**src/rtl/tleg_sequencer.sv**
```systemverilog
module tleg_sequencer #(
  parameter int DT_W = 8
) (
  input  logic            clk,
  input  logic            rst_n,
  input  logic            force_off,
  input  logic [1:0]      req_lvl,
  input  logic [DT_W-1:0] dead_cycles,
  output logic            q1_pos,
  output logic            q2_neg,
  output logic            q3_mid,
  output logic            q4_mid,
  output logic            busy
);
  localparam logic [1:0] G1 = 2'd0;
  localparam logic [1:0] G2 = 2'd1;
  localparam logic [1:0] G3 = 2'd2;
  localparam logic [1:0] G4 = 2'd3;

  typedef enum logic [1:0] {L_OFF, L_POS, L_NEU, L_NEG} lvl_t;

  logic [3:0]      gate;
  lvl_t            lvl, tgt, want;
  logic [1:0]      pend;
  logic [DT_W-1:0] cnt, dt_eff;

  assign want   = (req_lvl == 2'b01) ? L_POS : (req_lvl == 2'b10) ? L_NEG : L_NEU;
  assign dt_eff = (dead_cycles == '0) ? DT_W'(1) : dead_cycles;

  always_ff @(posedge clk) begin
    if (!rst_n || force_off) begin
      gate <= '0;
      lvl  <= L_OFF;
      tgt  <= L_OFF;
      pend <= G1;
      cnt  <= '0;
      busy <= 1'b0;
    end else if (busy) begin
      if (cnt <= DT_W'(1)) begin
        gate[pend] <= 1'b1;
        lvl        <= tgt;
        busy       <= 1'b0;
      end else begin
        cnt <= cnt - 1'b1;
      end
    end else if (lvl == L_OFF) begin
      gate[G3] <= 1'b1;
      pend     <= G4;
      tgt      <= L_NEU;
      cnt      <= dt_eff;
      busy     <= 1'b1;
    end else if (want != lvl) begin
      cnt  <= dt_eff;
      busy <= 1'b1;
      tgt  <= L_NEU;
      case (lvl)
        L_POS: begin
          gate[G1] <= 1'b0;
          pend     <= G4;
        end
        L_NEG: begin
          gate[G2] <= 1'b0;
          pend     <= G3;
        end
        default: begin
          if (want == L_POS) begin
            gate[G4] <= 1'b0;
            pend     <= G1;
            tgt      <= L_POS;
          end else begin
            gate[G3] <= 1'b0;
            pend     <= G2;
            tgt      <= L_NEG;
          end
        end
      endcase
    end
  end

  assign q1_pos = gate[G1];
  assign q2_neg = gate[G2];
  assign q3_mid = gate[G3];
  assign q4_mid = gate[G4];
endmodule


```
**config.mk**
```make
export PLATFORM = sky130hd
export DESIGN_NAME = tleg_sequencer
export DESIGN_NICKNAME = d
export VERILOG_FILES = /design/src/rtl/tleg_sequencer.sv
export SDC_FILE = /design/constraint.sdc
export NUM_CORES = 1
export LEC_CHECK = 0
export ABC_AREA = 1
export BUFFER_PORTS_ARGS = -buffer_cell sky130_fd_sc_hd__buf_2
export CELL_PAD_IN_SITES_DETAIL_PLACEMENT = 1
export CELL_PAD_IN_SITES_GLOBAL_PLACEMENT = 1
export CORE_ASPECT_RATIO = 0.9
export CORE_MARGIN = 2
export CORE_UTILIZATION = 42
export DETAILED_ROUTE_END_ITERATION = 8
export PLACE_DENSITY = 0.94
export SYNTH_ARGS = -nofsm -noshare
export SYNTH_HDL_FRONTEND = slang
export SYNTH_SLANG_ARGS = --single-unit
export TNS_END_PERCENT = 50
```
**constraint.sdc**
```tcl
create_clock -name clk -period 3 [get_ports clk]
set_input_delay 0.75 -clock clk [delete_from_list [all_inputs] [get_ports clk]]
set_output_delay 0.75 -clock clk [all_outputs]
set_load 0.1 [all_outputs]
```
==> reports/qor.yml <==
areaGrowthSynthToFinish_pct: 12.8
core_area_um2: 2750
cp.required_ns: 2.25
synth_warnings: 0
relSlewSlack_pct: 67.4
grt_use_met1_pct: 28.0
antenna_left: 0
setup_viol: 0
path_buf_inv: 1
post_cts.repair.setup_buffers: 0
r2r_setup_slack_ns: 1.34
cts_resized: 0
cts_made_buffers: 3
cp.arrival_ns: 1.12
first_pass_iters: 4
die_y_um: 55.1
critPathKind: "register to primary output"
grt_usage_pct: 23.3
place_hpwl_mm: 2.81
h-tree-depth: 1
synth_top_area_cell: "dfxtp_1"
timing.final.crit_share_pct: 62.2
synth_cell_types: 29
ctsHoldBuffers: 0
finClkSkew_ns: 0.0127
num_vias: 1264
initial_core_util_pct: 44.4
nNetsFinal: 225
use_met2_pct: 42.1
hold_depth: 2
ir_drop_uv: 206
worst_r2r_path_depth: 11
cp-end-kind: "primary output"
grt_use_met3_pct: 2.33
die_w_um: 60.8
antenna_found_initial: 0
cts_sinks: 19
synth_seq_cells: 19
grt_pass1_wl_mm: 5.61
cts_tree: "built"
clock-root-buffer: "clkbuf_4"
clkTransAtPathRegs_ns: 0.10
fin_setup_tns_ns: 0
ios: 18
cp.depth: 1
fmax_mhz: 536
fin_crit_ns: 1.87
num_rows: 18
synth.cell_area_um2: 1220
grt.busiest_layer: "met2"
drtIter0Drc: 46
die_area_um2: 3350
gr-total-overflow: 0
slew_viol_final: 0
crit_family: "buffers and inverters"
via_per_inst: 5.12
yosys-top-cells-area: "dfxtp_1 31%, nand2_1 15%, nor2_1 8.0%"
n_antenna_cell: 0
crit_slowest_cell: "buf_2"
holdWs_ns: 0.462
worstMarginPinSlew_ns: 0.493
syn-instance-count: 187
port_buffers: 17
drcViolationCount: 0
crit_chain: "buf_2"
clockBufferDepth: 2
status: "finished clean"
syn_nets: 204
clock_latency_ns: 0.31
worstPathMaxFanout: 3
routedWlPerCell_um: 14.2
power_density_nw_per_um2: 431
layout-drive-gt1-share_pct: 20.8
seq_area_frac_synth_pct: 31.2
hold_viol_final: 0
slowest_delay_ns: 0.44
wl_mm: 3.50
min_path_type: "register to register"
gp_congestion: 0.832
cap_violations: 0
grt_setup_unrepaired: "no"
start_kind: "register"
grt_pass1_vias: 1222
grt_max_degree: 17
syn_area_per_cell_um2: 6.52
synth_top_area_share_pct: 31.2
p_leak_nw: 0.651
-- cell usage after synthesis --
cell type and n:
dfxtp_1 19, a21oi_1 7, nand2_8 1, or2_2 1, nand2_4 1, o21bai_1 1, o21ai_2 1, nand3_1 17
nand2_2 3, nor2_2 2, a21boi_0 1, nor2_1 26, inv_4 1, o21ai_1 7, clkinv_1 1, nand4_1 1
nor3_1 1, o22ai_1 1, a211oi_1 2, ha_1 4, buf_2 1, clkbuf_1 1, nand3_4 1, nand2_1 48
inv_1 21, o21ai_0 6, nor2_4 5, inv_2 5, buf_6 1
-- layer usage --
layer  part of all wire, %  up-vias
met5                     0        -
met4                   2.8        0
met3                   2.7       11
met2                    48       30
met1                    46      596
li1                      -      627
-- kinds of logic (layout without fill, tap and decap cells) --
| family | count (synthesis) | count (layout) | synth area share (%) |
|---|---|---|---|
| fa+ha+maj | 4 | 4 | 4.10 |
| buf+inv | 31 | 51 | 10.5 |
| compound gates | 26 | 26 | 11.9 |
| flops | 19 | 19 | 31.2 |
| simple gates | 107 | 107 | 42.4 |
-- flip-flops by register name, summed over array words and instances, names as in the netlist --
register	count
gate	4
pend	2
busy	1
lvl	2
cnt	8
tgt	2
-- report_power, final --
group / internal, mW / switching [mW]
Clock: 0.0519 / 0.0848
Sequential: 0.266 / 0.0147
Combinational: 0.0546 / 0.122
-- metrics by stage --
step                area [µm²]  power, mW  util, %  instances  setup WS [ns]
CTS                       1380      0.594     50.1        247           1.13
global placement          1350      0.448     49.1        243           1.03
finish                    1380      0.594     50.1        247           1.13
floorplan                 1220      0.413        -        187           1.14
global route              1380      0.624     50.1        247           1.09
detailed placement        1350      0.460     49.1        243          0.924
-- placed cells by master (no fill, tap or decap), drive strengths merged --
cell     n
nand3   18
dfxtp   19
a211oi   2
o21ai   14
clkbuf   4
o22ai    1
buf     19
nor2    33
nand2   53
clkinv   1
ha       4
a21oi    7
nor3     1
o21bai   1
nand4    1
a21boi   1
inv     27
or2      1
-- worst paths after layout --
check / end / startpoint
max: q3_mid / gate[2]
min: gate[0] / gate[0]
max reg2reg: cnt[4] / cnt[0]
min reg2reg: gate[0] / gate[0]
-- final cells by class --
cell class | instances | area, µm²
Clock buffer | 4 | 26.3
Fill cell | 394 | 1370
Inverter | 28 | 108
Multi-Input combinational cell | 137 | 712
Sequential cell | 19 | 380
Tap cell | 40 | 50.0
Timing Repair Buffer | 19 | 100
No activity file was read; power rests on OpenSTA's default activity.
